<file path="src/rtl/vsqrt_lanes.sv">
module vsqrt_lanes #(
  parameter int MAX_LANES = 16,
  localparam int VW = 32 * MAX_LANES,
  localparam int LW = $clog2(MAX_LANES + 1)
) (
  input  logic          clk,
  input  logic          rst_n,
  input  logic          start,
  input  logic [VW-1:0] src,
  input  logic          src_is_mem,
  input  logic          bcast,
  input  logic          mask_en,
  input  logic [MAX_LANES-1:0] wmask,
  input  logic          zero_mask,
  input  logic [VW-1:0] old_dst,
  input  logic [1:0]    insn_rm,
  input  logic [1:0]    glob_rm,
  input  logic [1:0]    enc_cls,
  input  logic [1:0]    vlen,
  input  logic [3:0]    rsv_field,
  output logic [VW-1:0] dst,
  output logic [2:0]    flags,
  output logic          ud_fault,
  output logic          done
);
  typedef enum logic [1:0] {S_IDLE, S_PICK, S_CALC, S_DONE} st_t;
  st_t state;

  logic [VW-1:0]        src_q;
  logic [MAX_LANES-1:0] act_q;
  logic                 bc_q;
  logic [1:0]           rm_q, cls_q;
  logic [LW-1:0]        lane, nl_q;
  logic [49:0]          rad;
  logic [25:0]          rem;
  logic [24:0]          q;
  logic [4:0]           cnt;
  logic [7:0]           rexp;

  wire legacy = (enc_cls == 2'd0);
  wire masked = enc_cls[1];
  wire [LW-1:0] nl_in = (legacy || vlen == 2'd0) ? LW'(4) : (vlen == 2'd1) ? LW'(8) : LW'(16);
  wire [1:0] rm_in = (masked && vlen[1] && bcast && !src_is_mem) ? insn_rm : glob_rm;
  wire bc_in = masked && bcast && src_is_mem;

  logic [MAX_LANES-1:0] act_in;
  always_comb
    for (int j = 0; j < MAX_LANES; j++)
      act_in[j] = (j < int'(nl_in)) && (!masked || !mask_en || wmask[j]);

  logic          found;
  logic [LW-1:0] nidx;
  always_comb begin
    found = 1'b0;
    nidx  = '0;
    for (int j = MAX_LANES - 1; j >= 0; j--)
      if (act_q[j] && j >= int'(lane)) begin
        found = 1'b1;
        nidx  = LW'(j);
      end
  end

  wire [31:0] op = bc_q ? src_q[31:0] : src_q[nidx*32 +: 32];
  wire [7:0]  ex = op[30:23];
  wire [22:0] fr = op[22:0];
  wire is_zero = (ex == 8'd0) && (fr == 23'd0);
  wire is_den  = (ex == 8'd0) && (fr != 23'd0);
  wire is_nan  = (ex == 8'hFF) && (fr != 23'd0);
  wire special = is_zero || is_nan || (ex == 8'hFF) || op[31];
  wire spec_inv = !is_zero && ((is_nan && !fr[22]) || (!is_nan && op[31]));
  wire [31:0] spec_val = (is_zero || (is_nan && fr[22])) ? op :
                         (op[31] || is_nan) ? 32'hFFC00000 : op;

  logic [4:0] p;
  always_comb begin
    p = 5'd0;
    for (int i = 0; i < 23; i++)
      if (fr[i]) p = 5'(i);
  end

  wire [23:0] mant = is_den ? ({1'b0, fr} << (5'd23 - p)) : {1'b1, fr};
  wire signed [9:0] e_s = is_den ? $signed({5'b0, p}) - 10'sd149 : $signed({2'b0, ex}) - 10'sd127;
  wire signed [9:0] rexp_w = (e_s >>> 1) + 10'sd127;
  wire [49:0] rad_in = e_s[0] ? {mant, 26'b0} : {1'b0, mant, 25'b0};

  wire [27:0] rem_sh = {rem, rad[49:48]};
  wire [27:0] trial  = {1'b0, q, 2'b01};
  wire        ge     = rem_sh >= trial;
  wire [27:0] rem_nx = ge ? rem_sh - trial : rem_sh;
  wire [24:0] q_nx   = {q[23:0], ge};
  wire g  = q_nx[0];
  wire st = |rem_nx;
  wire inc = (rm_q == 2'b00) ? (g && (st || q_nx[1])) : (rm_q == 2'b10) ? (g || st) : 1'b0;
  wire [31:0] rres = {1'b0, rexp, q_nx[23:1]} + {31'b0, inc};

  assign done = (state == S_DONE);

  always_ff @(posedge clk) begin
    if (!rst_n) begin
      state <= S_IDLE; dst <= '0; flags <= '0; ud_fault <= 1'b0;
      src_q <= '0; act_q <= '0; bc_q <= 1'b0; rm_q <= '0; cls_q <= '0; nl_q <= '0;
      lane <= '0; rad <= '0; rem <= '0; q <= '0; cnt <= '0; rexp <= '0;
    end else begin
      case (state)
        S_IDLE: if (start) begin
          src_q <= src; act_q <= act_in; bc_q <= bc_in; rm_q <= rm_in;
          cls_q <= enc_cls; nl_q <= nl_in; lane <= '0;
          if (rsv_field != 4'b1111) begin
            ud_fault <= 1'b1;
            state    <= S_DONE;
          end else begin
            for (int j = 0; j < MAX_LANES; j++)
              if (j >= int'(nl_in))
                dst[j*32 +: 32] <= legacy ? old_dst[j*32 +: 32] : 32'd0;
              else
                dst[j*32 +: 32] <= (!act_in[j] && zero_mask) ? 32'd0 : old_dst[j*32 +: 32];
            state <= S_PICK;
          end
        end
        S_PICK: if (!found) state <= S_DONE;
          else if (special) begin
            dst[nidx*32 +: 32] <= spec_val;
            flags[0] <= flags[0] | spec_inv;
            lane <= nidx + LW'(1);
          end else begin
            lane <= nidx; rad <= rad_in; rem <= '0; q <= '0; cnt <= '0;
            rexp <= rexp_w[7:0];
            flags[1] <= flags[1] | is_den;
            state <= S_CALC;
          end
        S_CALC: begin
          rad <= rad << 2; rem <= rem_nx[25:0]; q <= q_nx; cnt <= cnt + 5'd1;
          if (cnt == 5'd24) begin
            dst[lane*32 +: 32] <= rres;
            flags[2] <= flags[2] | g | st;
            lane  <= lane + LW'(1);
            state <= S_PICK;
          end
        end
        default: begin
          ud_fault <= 1'b0;
          state    <= S_IDLE;
        end
      endcase
    end
  end

  a_r9_done_pulse: assert property (@(posedge clk) disable iff (!rst_n) done |=> !done);
  a_r8_ud_hold: assert property (@(posedge clk) disable iff (!rst_n) ud_fault |-> (done && $stable(dst)));
  a_r10_flags_sticky: assert property (@(posedge clk) disable iff (!rst_n) ((flags & $past(flags)) == $past(flags)));
  a_r6_upper_zero: assert property (@(posedge clk) disable iff (!rst_n)
    (done && !ud_fault && cls_q != 2'd0 && nl_q == LW'(4)) |-> (dst[VW-1:128] == '0));
endmodule

</file>
<file path="config.mk">
export PLATFORM = sky130hd
export DESIGN_NAME = vsqrt_lanes
export DESIGN_NICKNAME = d
export VERILOG_FILES = /design/src/rtl/vsqrt_lanes.sv
export SDC_FILE = /design/constraint.sdc
export NUM_CORES = 2
export LEC_CHECK = 0
export ABC_AREA = 1
export BUFFER_PORTS_ARGS = -buffer_cell sky130_fd_sc_hd__buf_2
export CELL_PAD_IN_SITES_DETAIL_PLACEMENT = 1
export CELL_PAD_IN_SITES_GLOBAL_PLACEMENT = 2
export CORE_AREA = 2 2 609 611
export DETAILED_ROUTE_END_ITERATION = 6
export DIE_AREA = 0 0 611 613
export PLACE_DENSITY_LB_ADDON = 0.1
export SLEW_MARGIN = 20
export SYNTH_ARGS = -nofsm -noshare
export SYNTH_HDL_FRONTEND = slang
export SYNTH_SLANG_ARGS = --single-unit
</file>
<file path="constraint.sdc">
create_clock -name clk -period 7.7 [get_ports clk]
set_input_delay 0.385 -clock clk [delete_from_list [all_inputs] [get_ports clk]]
set_output_delay 0.385 -clock clk [all_outputs]
set_load 0.005 [all_outputs]
</file>
# --- Word-level counts from Yosys, hierarchy flattened ---
# Cells that the tools add are included.
totals:
  register_bits: 1168
  output_inout_bits: 517
  word_cells: 381
classes:
  add_sub_neg: 11
  order_cmp: 49
  n_eq_ne: 16
  shift: 6
  mux: 148
  n_bitwise: 6
  reduce_logical: 129
op_table:
  columns: ["cell", "n"]
  rows:
  - ["512-bit 2-to-1 mux", 5]
  - ["32-bit 2-to-1 mux", 51]
  - ["512-bit one-hot mux with 3 select lines", 1]
  - ["512-bit bitwise mux", 2]
  - ["32-bit by 34-bit variable shift with 512-bit output, first input constant", 2]
  - ["32-bit by 34-bit variable part select with 512-bit output", 2]
  - ["512-bit by 11-bit variable part select with 32-bit output", 1]
  - ["5-bit 2-to-1 mux", 44]
  - ["50-bit 2-to-1 mux", 3]
  - ["50-bit one-hot mux with 2 select lines", 1]
  - ["4-bit by 5-bit greater-or-equal comparator with 1-bit output, first input constant", 16]
  - ["10-bit negation with 34-bit output", 2]
  - ["1-bit logical AND", 61]
  - ["26-bit 2-to-1 mux", 2]
  - ["26-bit one-hot mux with 2 select lines", 1]
  - ["25-bit 2-to-1 mux", 2]
  - ["25-bit one-hot mux with 2 select lines", 1]
  - ["3-bit by 5-bit greater-or-equal comparator with 1-bit output, first input constant", 8]
  - ["4-bit by 5-bit less-than comparator with 1-bit output, first input constant", 8]
  - ["31-bit by 1-bit adder with 32-bit output", 1]
  - ["28-bit by 27-bit greater-or-equal comparator with 1-bit output", 1]
  - ["28-bit 2-to-1 mux", 1]
  - ["28-bit OR reduction", 1]
  - ["28-bit by 27-bit subtractor with 28-bit output", 1]
  - ["42 further kinds", 147]

# --- Depth between registers and ports, before layout ---
logic_depth:
  ltp_word: 49
  depth_mapped: 66
  ltp_nobuf: 66

# --- Worst setup path after synthesis ---
# Ideal clock, no wire load.
synth_timing:
  kind: "reg-to-reg"
  startpoint: "register q[0]"
  endpoint: "register dst[62]"
  setup_time_ps: 95
  arrival_ps: 7172
  required_ps: 7605
  setup_slack_ps: 432
  stages_incl_launch_ff: 65
  n_path_buf: 0
  period_less_slack_ps: 7268
  path_cell_list: "dfxtp_1 > inv_1 > ha_1 > o21ai_0 > nand2_1 > a21oi_1 > o21ai_0 > nand3_1 > nand2_1 > nand3_1 > nand2_1 > nand3_1 > nand2_1 > nand4_1 > a21boi_0 > o21ai_0 > nand2_1 > nand2_1 > (+29 left out) > nor2_1 > nand3_1 > nor3_1 > nand3_1 > nor2_1 > nand3_1 > nor3_1 > nand2_1 > xor2_1 > nor2_1 > inv_1 > nor2_1 > inv_1 > nor2_1 > o21ai_0 > a21oi_1 > o21ai_1 > a221oi_1"
synth_via:
  elab_chain_len: 11
synth_lines:
  columns: ["item", "line_no", "text"]
  rows:
  - ["from (decl)", "36", "logic [24:0] q;"]
  - ["from (signal assigned)", "132", "rad <= rad << 2; rem <= rem_nx[25:0]; q <= q_nx; cnt <= cnt + 5'd1;"]
  - ["28-bit by 27-bit subtractor with 28-bit output / 28-bit by 27-bit greater-or-equal comparator with 1-bit output (equally long branches)", "89, 88", null]
  - ["28-bit 2-to-1 mux", "89", "wire [27:0] rem_nx = ge ? rem_sh - trial : rem_sh;"]
  - ["28-bit OR reduction", "92", "wire st = |rem_nx;"]
  - ["1-bit logical OR", "93", "wire inc = (rm_q == 2'b00) ? (g && (st || q_nx[1])) : (rm_q == 2'b10) ? (g || st) : 1'b0;"]
  - ["1-bit 2-to-1 mux / 1-bit logical AND (equally long branches)", "93", null]
  - ["1-bit 2-to-1 mux", "93", null]
  - ["31-bit by 1-bit adder with 32-bit output *", "94", "wire [31:0] rres = {1'b0, rexp, q_nx[23:1]} + {31'b0, inc};"]
  - ["32-bit by 34-bit variable part select with 512-bit output *", "134", "dst[lane*32 +: 32] <= rres;"]
  - ["512-bit bitwise mux *", "134", null]
  - ["512-bit 2-to-1 mux *", "133", "if (cnt == 5'd24) begin"]
  - ["512-bit one-hot mux with 3 select lines *", "104", "case (state)"]
  - ["to (signal, indexed assignment)", "114", "dst[j*32 +: 32] <= legacy ? old_dst[j*32 +: 32] : 32'd0;"]
  - ["to (signal, indexed assignment)", "116", "dst[j*32 +: 32] <= (!act_in[j] && zero_mask) ? 32'd0 : old_dst[j*32 +: 32];"]
  - ["to (signal, indexed assignment)", "134", null]
  - ["to (decl)", "21", "output logic [VW-1:0] dst,"]
# Every way passes the cells marked *; elsewhere a longest branch is shown, timed or not. The select of a mux whose other input is x is not followed.
# A chain may end at the register's enable or synchronous reset.

# --- Worst setup path in the final report ---
layout_timing:
  startpoint: "register q[0]"
  endpoint: "register dst[88]"
# The elaborated chain is that of the path after synthesis.

==> reports/results.ini <==
[synthesis]
synth_top_cell_area_share_pct = 32.31
yosys_warnings = 0
synthAdderAreaFrac_pct = 0.9363
ys_ff_latch = 1143
synthCells = 11169
synth-simple-area-share_pct = 19.82
muxShareOfSynthArea_pct = 0.2261
synth_common_cells = o21ai_0, nor2_1, a21oi_1
ys_types = 59
synth_top_family_by_area = compound AO/OA/AOI/OAI gates
synth_top_cell_by_area = dfxtp_1
synth_area_per_cell_sq_um = 6.341
syn_area_sq_um = 70830
ys.flop_type = dfxtp_1
synth_area_leaders = dfxtp_1, o21ai_0, a21oi_1, nor2_1, nand2_1
synth.net_count = 12281
synth_async_sr_flop_share_pct = 0
ys_seq_area_share_pct = 32.31
yosysMostFrequentCell = o21ai_0
synth_edf_count = 0
synthXorXnorAreaFrac_pct = 0.5688
synth_compound_area_share_pct = 36.84

[clock_tree]
clkTransAtPathRegs_ns = 0.06
cts.sinks = 1143
cts_root_buffer = clkbuf_16
cts_tree = done
htreeDepth = 4
cts_buffers = 169
cts_buffer_depth = 4
insertion_delay_ns = 0.93

[place]
gp_congestion = 0.9242
dp_cells = 17325
portBuffers = 1575
hpwl_mm = 483.2

[grt]
grt_start_max_net_pins = 211
grt_pass1_vias = 98985
overflow = 0
grt_pass1_wl_mm = 850.6
grt_usage_pct = 32.47
antenna_found_initial = 171

[setup_path]
crit_top_cell = buf_4
crit_path_start = q[0]$_SDFFE_PN0P_
worst_path_dominant_cell_family = buffers and inverters
cp.required_ns = 8.41
crit_path_top_delay_cell = dfxtp_2
arrival_ns = 8.48
end_kind = flop
worstReg2RegStart = q[0]$_SDFFE_PN0P_
r2r-end = dst[88]$_SDFFE_PN0P_
path_buf_inv = 31
worst_setup_path_start_kind = flop
criticalPathCategory = reg -> reg
r2r_slack_ns = -0.07
reg2reg_depth = 62
path_max_fanout = 4
critPathMaxStageDelay_ns = 0.33

[power_and_ir_drop]
p_leak_uw = 0.04305
ir_drop_v = 0.0004745
power_frac_seq_pct = 16.3
power_density_nw_per_um2 = 519.8
combPwrFrac_pct = 68.5
p_int_uw = 23360
p_clk_share_pct = 15.2
p_sw_share_pct = 57.77
netSwitchingPower_uw = 31960

[worst_hold_path]
worst_hold_path_type = in -> reg
whs_endpoint = dst[444]$_SDFFE_PN0P_
min_path_cells = 3
min-delay-start = old_dst[444]

[finish]
syn2layout_area_growth_pct = 50.25
multi_input_area_sq_um = 42730
finalNetCount = 14887
fin_cells = 18815
drive_above_1_share_pct = 22.57
regArea_sq_um = 22890
fillers = 45326

[sta]
rsz0062_at_grt = yes
finalHoldViolations = 0
slew_headroom_pct = 21.41
fmax_mhz = 128.6
holdWs_ns = 0.05374
min_period_over_period_pct = 101.0
worst_pin_slew_ns = 1.179
slew_violations = 0
setup_viol = 13
min_period_ns = 7.774
fin_ws_ns = -0.07445
fin_worst_skew_ns = 0.1281

[route]
wire_per_inst_um = 33.82
vias = 98757
ant_nets = 0
dr.pass1.iters = 6
initialDrtViolationCount = 8414
routed_wirelength_mm = 636.3
viasPerCell = 5.249
drc = 0

[floorplan]
die_w_um = 611
start_util_pct = 19.26
io_pins = 1576
fp.coreArea_sq_um = 367700
placementRows = 223
fp.dieH_um = 613
die-area_sq_um = 374500

[outcome]
status = finished with violations
violations = setup timing

[job]
cap_viol_max_count = 0

-- flip-flops by register name, indices dropped and copies added, names as in the netlist, 2 cells and up --
register  flops
act_q        16
cnt           5
dst         512
flags         3
lane          5
q            25
rad          25
rem          26
rexp          8
rm_q          2
src_q       512
state         2
-- per-layer routing --
| layer | vias up | track usage, % | part of all wire [%] |
|---|---|---|---|
| li1 | 44117 | - | - |
| met1 | 49849 | 39.90 | 41 |
| met2 | 3671 | 52.57 | 45 |
| met3 | 1082 | 5.487 | 6.0 |
| met4 | 38 | 20.52 | 7.4 |
| met5 | - | 0 | 0.046 |
-- area by class of cell --
class	count	share of cell area [%]
Clock inverter	40	0.5385
Tap cell	4837	5.687
Clock buffer	262	4.805
Multi-Input combinational cell	8375	40.15
Inverter	609	2.214
Timing Repair Buffer	3477	24.92
Antenna cell	72	0.1693
Sequential cell	1143	21.51
-- layout by cell type (no fill, tap or decap), types with 173 or more instances in the layout --
cell type,netlist,final
clkbuf_16,0,173
nand3_1,285,277
buf_2,85,1574
a21oi_1,1324,1298
a31oi_1,525,525
dlygate4sd3_1,0,1032
o21ai_0,2194,2126
dfxtp_1,1143,1137
buf_4,25,710
inv_1,552,517
nand2_1,1259,1223
nor2_1,1678,1609
o21ai_1,230,282
-- cells by family after synthesis --
kind of cell               count (synthesis)
adders and majority gates                 53
xor gates and xnor gates                  46
and+or+nand+nor                         3467
muxes                                     16
AOI/OAI and AO/OA                       4792
DFF                                     1143
buffers and inverters                   1652
-- metrics by stage --
step                TNS [ns]  utilization (%)  instance area [sq um]  total power (uW)  worst slack (ns)
global route          -32.63            28.92                 106300             58010           -0.5184
global placement     -167.47            24.03                  88380             44990            -1.418
detailed placement   -134.98            24.03                  88380             45200            -1.034
floorplan                  0                -                  70830             25940            0.4325
finish               -0.2213            28.94                 106400             55320          -0.07445
CTS                   -25.81            28.58                 105100             54680           -0.4500
-- repair_timing --
action / CTS / global route
hold buffers: 1032 / 0
setup buffers: 47 / 40
endpoints found under the setup margin: 473 / 459
pin swaps: 64 / 138
gates resized for setup: 98 / 259
gates cloned: 0 / 1
endpoints found under the hold margin: 996 / 0
-- tightest hold or removal path, stage by stage --
cell and delay (ns):
buf_2 0.12, a31oi_1 0.20, a21oi_1 0.16
-- worst max-delay path by stage --
stage	to	slack [ns]	cells past startpoint
global route	dst[446]$_SDFFE_PN0P_	-0.52	66
finish	dst[88]$_SDFFE_PN0P_	-0.07	62
CTS	dst[478]$_SDFFE_PN0P_	-0.45	66
detailed placement	dst[478]$_SDFFE_PN0P_	-1.03	66
floorplan	dst[62]$_SDFFE_PN0P_	0.43	64
global placement	dst[62]$_SDFFE_PN0P_	-1.42	66
-- power groups by stage --
stage / Clock (uW) / Sequential [uW] / Combinational (uW)
after floorplan: 0 / 8610 / 17300
after global placement: 0 / 9060 / 35900
after detailed placement: 0 / 9130 / 36100
after CTS: 8600 / 9010 / 37100
after global routing: 8770 / 9210 / 40000
final: 8400 / 9040 / 37900
Note: power is estimated with default switching activity, not from simulation.
